<file path="config.mk">
export PLATFORM = sky130hd
export DESIGN_NAME = frame_age_lru
export DESIGN_NICKNAME = d
export VERILOG_FILES = /design/src/rtl/lru_age_pkg.sv /design/src/rtl/lru_age_ctrl.sv /design/src/rtl/lru_age_regs.sv /design/src/rtl/lru_age_pick.sv /design/src/rtl/frame_age_lru.sv
export SDC_FILE = /design/constraint.sdc
export NUM_CORES = 1
export LEC_CHECK = 0
export BUFFER_PORTS_ARGS = -buffer_cell sky130_fd_sc_hd__buf_2
export CELL_PAD_IN_SITES_DETAIL_PLACEMENT = 1
export CELL_PAD_IN_SITES_GLOBAL_PLACEMENT = 1
export CORE_MARGIN = 1
export CORE_UTILIZATION = 40
export CTS_CLUSTER_SIZE = 10
export DETAILED_ROUTE_END_ITERATION = 8
export PLACE_DENSITY_LB_ADDON = 0.3
export SLEW_MARGIN = 40
export SYNTH_ARGS = -nofsm -noshare
export SYNTH_HDL_FRONTEND = slang
export SYNTH_SLANG_ARGS = --single-unit
</file>
<file path="constraint.sdc">
create_clock -name clk -period 20.4 [get_ports clk]
set_input_delay 6.12 -clock clk [delete_from_list [all_inputs] [get_ports clk]]
set_output_delay 6.12 -clock clk [all_outputs]
set_load 0.1 [all_outputs]
</file>
<file path="src/rtl/lru_age_pkg.sv">
package lru_age_pkg;

  // Strobes from the control decode to the history datapath.
  typedef struct packed {
    logic shiftEn;   // a reference is being applied this cycle
    logic markEn;    // the referenced frame gets its top bit set
    logic clearEn;   // a frame is being refilled this cycle
  } ageStrobes_t;

endpackage

</file>
<file path="src/rtl/lru_age_ctrl.sv">
module lru_age_ctrl
  import lru_age_pkg::*;
#(
  parameter int NUM_FRAMES = 8,
  localparam int IDX_W = $clog2(NUM_FRAMES)
) (
  input  logic                  clk,
  input  logic                  rstN,
  input  logic                  refValid,
  input  logic [IDX_W-1:0]      refFrame,
  input  logic                  loadValid,
  input  logic [IDX_W-1:0]      loadFrame,
  output ageStrobes_t           strobes,
  output logic [NUM_FRAMES-1:0] markMask,
  output logic [NUM_FRAMES-1:0] clearMask
);

  always_comb begin
    strobes.shiftEn = refValid;
    strobes.markEn  = refValid;
    strobes.clearEn = loadValid;
  end

  // One-hot decode of both frame indices.
  for (genvar g = 0; g < NUM_FRAMES; g++) begin : g_decode
    always_comb begin
      markMask[g]  = refValid  && (refFrame  == IDX_W'(g));
      clearMask[g] = loadValid && (loadFrame == IDX_W'(g));
    end
  end

  AST_MARK_ONEHOT: assert property (@(posedge clk) disable iff (!rstN)
    refValid |-> $countones(markMask) == 1)
    else $error("mark mask is not one-hot");

  AST_CLEAR_ONEHOT0: assert property (@(posedge clk) disable iff (!rstN)
    $onehot0(clearMask))
    else $error("clear mask has several bits");

endmodule

</file>
<file path="src/rtl/lru_age_regs.sv">
module lru_age_regs
  import lru_age_pkg::*;
#(
  parameter int NUM_FRAMES   = 8,
  parameter int NUM_AGE_BITS = 8
) (
  input  logic                                     clk,
  input  logic                                     rstN,
  input  ageStrobes_t                              strobes,
  input  logic [NUM_FRAMES-1:0]                    markMask,
  input  logic [NUM_FRAMES-1:0]                    clearMask,
  output logic [NUM_FRAMES-1:0][NUM_AGE_BITS-1:0]  ageQ
);

  logic [NUM_FRAMES-1:0][NUM_AGE_BITS-1:0] ageD;

  for (genvar g = 0; g < NUM_FRAMES; g++) begin : g_frame
    always_comb begin
      ageD[g] = ageQ[g];
      if (strobes.shiftEn)
        ageD[g] = {strobes.markEn & markMask[g], ageQ[g][NUM_AGE_BITS-1:1]};
      if (strobes.clearEn && clearMask[g])
        ageD[g] = '0;
    end

    always_ff @(posedge clk or negedge rstN) begin
      if (!rstN) ageQ[g] <= '0;
      else       ageQ[g] <= ageD[g];
    end

    AST_SHIFT_BODY: assert property (@(posedge clk) disable iff (!rstN)
      strobes.shiftEn && !(strobes.clearEn && clearMask[g])
      |=> ageQ[g][NUM_AGE_BITS-2:0] == $past(ageQ[g][NUM_AGE_BITS-1:1]))
      else $error("frame %0d did not shift", g);

    AST_TOP_BIT: assert property (@(posedge clk) disable iff (!rstN)
      strobes.shiftEn && !(strobes.clearEn && clearMask[g])
      |=> ageQ[g][NUM_AGE_BITS-1] == $past(markMask[g]))
      else $error("frame %0d top bit wrong", g);

    AST_LOAD_CLEAR: assert property (@(posedge clk) disable iff (!rstN)
      strobes.clearEn && clearMask[g] |=> ageQ[g] == '0)
      else $error("frame %0d not cleared", g);
  end

  AST_IDLE_HOLD: assert property (@(posedge clk) disable iff (!rstN)
    !strobes.shiftEn && !strobes.clearEn |=> $stable(ageQ))
    else $error("history changed in idle cycle");

endmodule

</file>
<file path="src/rtl/lru_age_pick.sv">
module lru_age_pick #(
  parameter int NUM_FRAMES   = 8,
  parameter int NUM_AGE_BITS = 8,
  localparam int IDX_W = $clog2(NUM_FRAMES)
) (
  input  logic                                    clk,
  input  logic                                    rstN,
  input  logic [NUM_FRAMES-1:0][NUM_AGE_BITS-1:0] ageIn,
  output logic [IDX_W-1:0]                        victimFrame,
  output logic [NUM_AGE_BITS-1:0]                 victimAge
);

  // Linear scan; strict less-than keeps the lowest index on ties.
  always_comb begin
    victimFrame = '0;
    victimAge   = ageIn[0];
    for (int i = 1; i < NUM_FRAMES; i++) begin
      if (ageIn[i] < victimAge) begin
        victimAge   = ageIn[i];
        victimFrame = IDX_W'(i);
      end
    end
  end

  for (genvar g = 0; g < NUM_FRAMES; g++) begin : g_chk
    AST_VICTIM_MIN: assert property (@(posedge clk) disable iff (!rstN)
      ageIn[victimFrame] <= ageIn[g])
      else $error("victim larger than frame %0d", g);

    AST_TIE_LOWEST: assert property (@(posedge clk) disable iff (!rstN)
      ageIn[g] == ageIn[victimFrame] |-> victimFrame <= IDX_W'(g))
      else $error("tie not resolved to lowest index");
  end

endmodule

</file>
<file path="src/rtl/frame_age_lru.sv">
module frame_age_lru
  import lru_age_pkg::*;
#(
  parameter int NUM_FRAMES   = 8,
  parameter int NUM_AGE_BITS = 8,
  localparam int IDX_W = $clog2(NUM_FRAMES)
) (
  input  logic                    clk,
  input  logic                    rstN,
  input  logic                    refValid,
  input  logic [IDX_W-1:0]        refFrame,
  input  logic                    loadValid,
  input  logic [IDX_W-1:0]        loadFrame,
  output logic [IDX_W-1:0]        victimFrame,
  output logic [NUM_AGE_BITS-1:0] victimAge
);

  ageStrobes_t                             strobes;
  logic [NUM_FRAMES-1:0]                   markMask;
  logic [NUM_FRAMES-1:0]                   clearMask;
  logic [NUM_FRAMES-1:0][NUM_AGE_BITS-1:0] ageQ;

  lru_age_ctrl #(.NUM_FRAMES(NUM_FRAMES)) i_ctrl (
    .clk(clk), .rstN(rstN),
    .refValid(refValid), .refFrame(refFrame),
    .loadValid(loadValid), .loadFrame(loadFrame),
    .strobes(strobes), .markMask(markMask), .clearMask(clearMask)
  );

  lru_age_regs #(.NUM_FRAMES(NUM_FRAMES), .NUM_AGE_BITS(NUM_AGE_BITS)) i_regs (
    .clk(clk), .rstN(rstN), .strobes(strobes),
    .markMask(markMask), .clearMask(clearMask), .ageQ(ageQ)
  );

  lru_age_pick #(.NUM_FRAMES(NUM_FRAMES), .NUM_AGE_BITS(NUM_AGE_BITS)) i_pick (
    .clk(clk), .rstN(rstN), .ageIn(ageQ),
    .victimFrame(victimFrame), .victimAge(victimAge)
  );

endmodule

</file>
### Word-level counts from Yosys, hierarchy flattened

Cells that the tools add are included.
Widths: inputs -> output; s select.

| operators by class | value |
|---|---|
| $lt $le $gt $ge | 7 |
| equal/unequal tests | 14 |
| muxes and demuxes | 30 |
| bitwise operators | 8 |
| reduce and logical (&&, ||, !) cells | 34 |

Operator list:

| kind | number |
|---|---|
| $mux 8 | 23 |
| $lt 8x8->1 | 7 |
| $eq 3x3->1 const B | 8 |
| $logic_and 1x1->1 | 24 |
| $reduce_bool 2->1 | 8 |
| $eq 3x2->1 const B | 4 |
| $mux 3 | 4 |
| $and 1x1->1 | 8 |
| $eq 3x1->1 const B | 2 |
| $logic_not 3->1 | 2 |
| $mux 2 | 2 |
| $mux 1 | 1 |

| storage, ports and cells | value |
|---|---|
| register bits after elaboration | 64 |
| input bits | 10 |
| word-level logic and storage cells | 101 |

### Longest topological paths before layout

| logic depth | value |
|---|---|
| word-level depth | 14 |
| gate-level depth with buffers | 68 |
| depth with buffers taken out | 61 |

### Cells and area by module

A second synthesis with hierarchy kept.

| unflattened totals | value |
|---|---|
| cells, all modules | 576 |
| area, all modules | 5387.7 µm² |

Modules (own cells, without submodules):

| module | times used | cells an instance | area an instance (µm²) | seq. area each (µm²) |
|---|---|---|---|---|
| lru_age_regs | 1 | 225 | 2752.6 | 1601.5 |
| lru_age_pick | 1 | 332 | 2419.8 | 0.0 |
| lru_age_ctrl | 1 | 19 | 215.2 | 0.0 |

### Worst setup path after synthesis

Ideal clock, no wire load.

| timing path | value |
|---|---|
| path type | register to output |
| from | reg i_regs.ageQ[1] (netlist bit) |
| to | out victimAge[1] |
| arrival | 13.313 ns |
| data required time | 14.280 ns |
| setup slack | 0.967 ns |
| stages on the path, launching flop included | 66 |
| buffers on the path | 7 |
| path through | dfrtp_1 > inv_1 > ha_1 > a2111o_1 > a31o_2 > buf_6 > mux2i_1 > ha_1 > a211o_1 > a211oi_1 > o32ai_1 > mux2i_4 > and2_4 > buf_4 > mux2i_1 > inv_1 > ha_1 > a21o_1 > [30 not listed] > ha_1 > and3_1 > o21ai_0 > nor2_1 > o211ai_1 > nor2b_1 > a31oi_1 > buf_4 > mux2i_1 > ha_1 > a21o_1 > a21o_1 > a21oi_1 > nand3_1 > a311oi_1 > a31oi_2 > buf_6 > mux2i_1 |

| on the way | value |
|---|---|
| longest elaborated chain between the ends | 14 |

RTL lines:

| what | line | RTL |
|---|---|---|
| start: declaration | lru_age_regs.sv:12 | `output logic [NUM_FRAMES-1:0][NUM_AGE_BITS-1:0] ageQ` |
| start signal: indexed assignment | lru_age_regs.sv:28 | `else ageQ[g] <= ageD[g];` |
| $lt 8x8->1 | lru_age_pick.sv:18 | `if (ageIn[i] < victimAge) begin` |
| $mux 8 * | lru_age_pick.sv:18 |  |
| $lt 8x8->1 | lru_age_pick.sv:18 |  |
| $mux 8 * | lru_age_pick.sv:18 |  |
| $lt 8x8->1 | lru_age_pick.sv:18 |  |
| $mux 8 * | lru_age_pick.sv:18 |  |
| $lt 8x8->1 | lru_age_pick.sv:18 |  |
| $mux 8 * | lru_age_pick.sv:18 |  |
| $lt 8x8->1 | lru_age_pick.sv:18 |  |
| $mux 8 * | lru_age_pick.sv:18 |  |
| $lt 8x8->1 | lru_age_pick.sv:18 |  |
| $mux 8 * | lru_age_pick.sv:18 |  |
| $lt 8x8->1 | lru_age_pick.sv:18 |  |
| $mux 8 * | lru_age_pick.sv:18 |  |
| end: declaration | frame_age_lru.sv:15 | `output logic [NUM_AGE_BITS-1:0] victimAge` |

Every way passes the cells marked *; elsewhere a longest branch is shown, timed or not.

### Final worst setup path

| timing path | value |
|---|---|
| from | reg i_regs.ageQ[2] (netlist bit) |
| to | out victimAge[4] |

The elaborated chain is that of the path after synthesis.

==> parameters.txt <==
Parameter                              Value

Global route
  Number of antenna violations at the first check in global routing    0
  Met2 Resource Use GR    37.17%
  Total congestion overflow after global routing    0
  Number of global-route vias before repair    4465
  Routing usage on met1    28.90%
  Total GRT Usage    22.27%
  First-pass GRT wire length    22.43 mm
  Grt met3 use    4.023%
  Most used routing layer in global routing    met2
  Largest net degree at the start of global routing    65

CTS
  Hold-fix buffers, CTS    0
  TritonCTS buffer count    9
  Number of clock sinks    64
  Latest clock arrival within the worst-skew pair    ~340 ps
  Register clock-pin slew on the reported worst setup and hold paths    60 ps
  Max Root-Sink Buffers    2
  Count of H-tree levels built during CTS    3
  Clock tree from TritonCTS    built
  Root buffer selected by CTS    sky130_fd_sc_hd__clkbuf_16

STA
  Largest clock skew in the final design    5.260 ps
  Number of pins with negative max-slew slack in the final report    0
  Slew Limit Headroom    48.17%
  Worst-Margin Slew    a little under 800 ps
  Maximum clock frequency    around 0.051 GHz
  Endpoints failing hold    0
  Number of failing setup endpoints in the final timing report    0
  Tmin final    19650 ps
  Portion of the clock cycle consumed by the worst path in the final layout    96.34%
  Hold slack    581.5 ps

Final layout
  Nets    630
  Largest registers    i_regs.ageQ: 64 flops
  Largest register FFs    64
  Area overhead of the layout relative to synthesis    14.75%
  Number of diodes    0
  Share of post-route cells with drive strength above 1    about 15%
  Register name with the most flops    i_regs.ageQ
  Layout filler cell count    around 1.4k
  Share of the core filled with cells    approximately 48%

Synthesis
  Gate Count Post-Synth    554
  Synthesized cell area    0.005049 sq mm
  Flops & latches, synth    64
  Avg Inst Size Synth    approximately 9 sq um
  Synth warnings    0
  Mapped Nets    604
  Number of enable-type register cells in the synthesized netlist    0
  Sequential area share after synthesis    31.72%
  Share of flip-flops with an asynchronous set or reset after synthesis    100.0%
  Main synth FF type    sky130_fd_sc_hd__dfrtp_1
  Number of different library cells in the post-synthesis netlist    69

Worst setup path
  Required arrival time at the worst endpoint    14280 ps
  Internal reg-to-reg setup slack    19540 ps
  Family with the most delay on the worst path    compound AO/OA/AOI/OAI gates
  Critical path capture point type    primary output
  Number of buffers and inverters on the critical path    8
  Master of the slowest instance on the critical path    sky130_fd_sc_hd__dfrtp_1
  Maximum net fanout on the critical path    12
  Startpoint type of the worst setup path    register
  Critical path class    reg2out
  Arrival time at the worst endpoint    ~14000 ps
  Highest cell delay on the worst timing path    440 ps
  Dominant cell type by count on the critical path    sky130_fd_sc_hd__ha_1

Floorplanning
  Die area    0.01307 sq mm
  Floorplan core area    roughly 0.012 sq mm
  Height of the die    between 100 and 150 um
  Horizontal extent of the die    114.3 um
  Placement row count    40
  Initial Utilization    between 40% and 50%
  Total I/O pin count    21

Route
  Final antenna-violating net count    0
  Total via count after detailed routing    between 4k and 5k
  Detailed-route wire length    13.65 mm
  Iteration-0 DRC Markers    148
  Wirelength per Cell    approximately 18 um
  Total iterations of the first detailed-routing run    4
  Vias per cell    5.570
  Count of unresolved DRC violations after routing    0

Placed design
  Detailed placement HPWL    around 10 mm
  Final weighted congestion in routability-driven placement    0.8556
  Port-buffer cells    20

Status
  Status    complete, no violations

Flow run
  Max Cap Violations    0

Hold path
  Tightest Hold Check Type    reg2reg
-- layer usage --
metal	part of all wire [%]	vias to the layer above
met1	47	2087
met3	2.2	19
met5	0	-
met2	48	50
met4	1.9	0
li1	-	2038
-- logic make-up after synthesis --
| family | share of synthesized area, % |
|---|---|
| xor+xnor | 0.5205 |
| flops | 31.72 |
| compound gates | 15.07 |
| simple gates | 15.71 |
| mux | 20.64 |
| buf+inv | 6.022 |
| fa+ha+maj | 10.31 |
-- cell usage after synthesis, types with 5 or more instances --
cell                       number  area, sq um
sky130_fd_sc_hd__a21o_1        15        112.6
sky130_fd_sc_hd__nor2b_1        8        50.05
sky130_fd_sc_hd__nor2_1        84        315.3
sky130_fd_sc_hd__a21oi_1       28        140.1
sky130_fd_sc_hd__clkbuf_1       5        18.77
sky130_fd_sc_hd__nand2b_1       5        31.28
sky130_fd_sc_hd__ha_1          40        500.5
sky130_fd_sc_hd__and3_1         5        31.28
sky130_fd_sc_hd__mux2_2        13        146.4
sky130_fd_sc_hd__buf_1          5        18.77
sky130_fd_sc_hd__nor3_1         6        30.03
sky130_fd_sc_hd__mux2i_1       83        830.8
sky130_fd_sc_hd__nand4_1        7        43.79
sky130_fd_sc_hd__nand2_1       25        93.84
sky130_fd_sc_hd__dfrtp_1       64         1602
sky130_fd_sc_hd__o21ai_0       11        55.05
sky130_fd_sc_hd__nand3_1       13        65.06
sky130_fd_sc_hd__inv_1         53        198.9
-- through the flow --
stage                     TNS [ps]  setup slack (ps)  cell area, sq um  cells
after floorplan                  0             967.2              5049    554
after global placement           0             580.5              5286    729
after detailed placement    -716.3            -123.6              5291    729
after CTS                        0             124.2              5629    746
after global routing        -243.2            -68.15              5793    753
final                            0             746.8              5793    753
-- timing repair --
action | CTS | global route
pin swaps | 1 | 3
setup buffers | 1 | 6
gates cloned | 0 | 1
hold endpoints to repair | 0 | 0
setup endpoints to repair | 11 | 11
gates resized for setup | 11 | 21
-- cell type report --
class / count / area [sq um] / area share, %
Multi-Input combinational cell: 420 / 3247 / 56.05
Timing Repair Buffer: 30 / 229.0 / 3.952
Sequential cell: 64 / 1602 / 27.65
Clock buffer: 11 / 242.7 / 4.190
Inverter: 55 / 206.4 / 3.564
Tap cell: 168 / 210.2 / 3.629
Clock inverter: 5 / 56.30 / 0.9719
-- cell usage in the layout (no fill, tap or decap), types with 3 or more instances in the layout --
cell | Yosys | final
sky130_fd_sc_hd__a22oi_1 | 3 | 3
sky130_fd_sc_hd__nand2_1 | 25 | 25
sky130_fd_sc_hd__nand3_1 | 13 | 12
sky130_fd_sc_hd__nor2_1 | 84 | 84
sky130_fd_sc_hd__and2_1 | 4 | 4
sky130_fd_sc_hd__ha_1 | 40 | 40
sky130_fd_sc_hd__nand2b_1 | 5 | 5
sky130_fd_sc_hd__buf_4 | 2 | 13
sky130_fd_sc_hd__and3_1 | 5 | 5
sky130_fd_sc_hd__nand4_1 | 7 | 7
sky130_fd_sc_hd__buf_2 | 0 | 9
sky130_fd_sc_hd__o21a_1 | 3 | 3
sky130_fd_sc_hd__o211ai_1 | 3 | 3
sky130_fd_sc_hd__inv_1 | 53 | 53
sky130_fd_sc_hd__a21o_1 | 15 | 15
sky130_fd_sc_hd__mux2i_2 | 2 | 6
sky130_fd_sc_hd__a21oi_1 | 28 | 28
sky130_fd_sc_hd__clkbuf_16 | 0 | 9
sky130_fd_sc_hd__mux2_2 | 13 | 13
sky130_fd_sc_hd__a31oi_1 | 3 | 3
sky130_fd_sc_hd__buf_6 | 4 | 7
sky130_fd_sc_hd__dfrtp_1 | 64 | 64
sky130_fd_sc_hd__nor2b_1 | 8 | 8
sky130_fd_sc_hd__o21ai_2 | 2 | 3
sky130_fd_sc_hd__a211oi_1 | 4 | 3
sky130_fd_sc_hd__nor3_1 | 6 | 4
sky130_fd_sc_hd__mux2i_1 | 83 | 79
sky130_fd_sc_hd__o21ai_0 | 11 | 9
-- worst paths after layout --
kind                                  from              end  cells after the start
max                         i_regs.ageQ[2]     victimAge[4]                     60
min                        i_regs.ageQ[63]  i_regs.ageQ[63]                      2
max reg2reg                i_regs.ageQ[18]  i_regs.ageQ[17]                      2
min reg2reg                i_regs.ageQ[63]  i_regs.ageQ[63]                      2
max in group asynchronous             rstN  i_regs.ageQ[38]                      2
min in group asynchronous             rstN   i_regs.ageQ[3]                      2
-- worst reg2reg max path: cells and delay by family (launching register included) --
family           cells  cell delay [ps]
muxes                1              180
DFF                  1              480
and+or+nand+nor      1               60
Power is not shown: default switching activity piles up to over one toggle a cycle in this logic, so the estimate is an artifact.
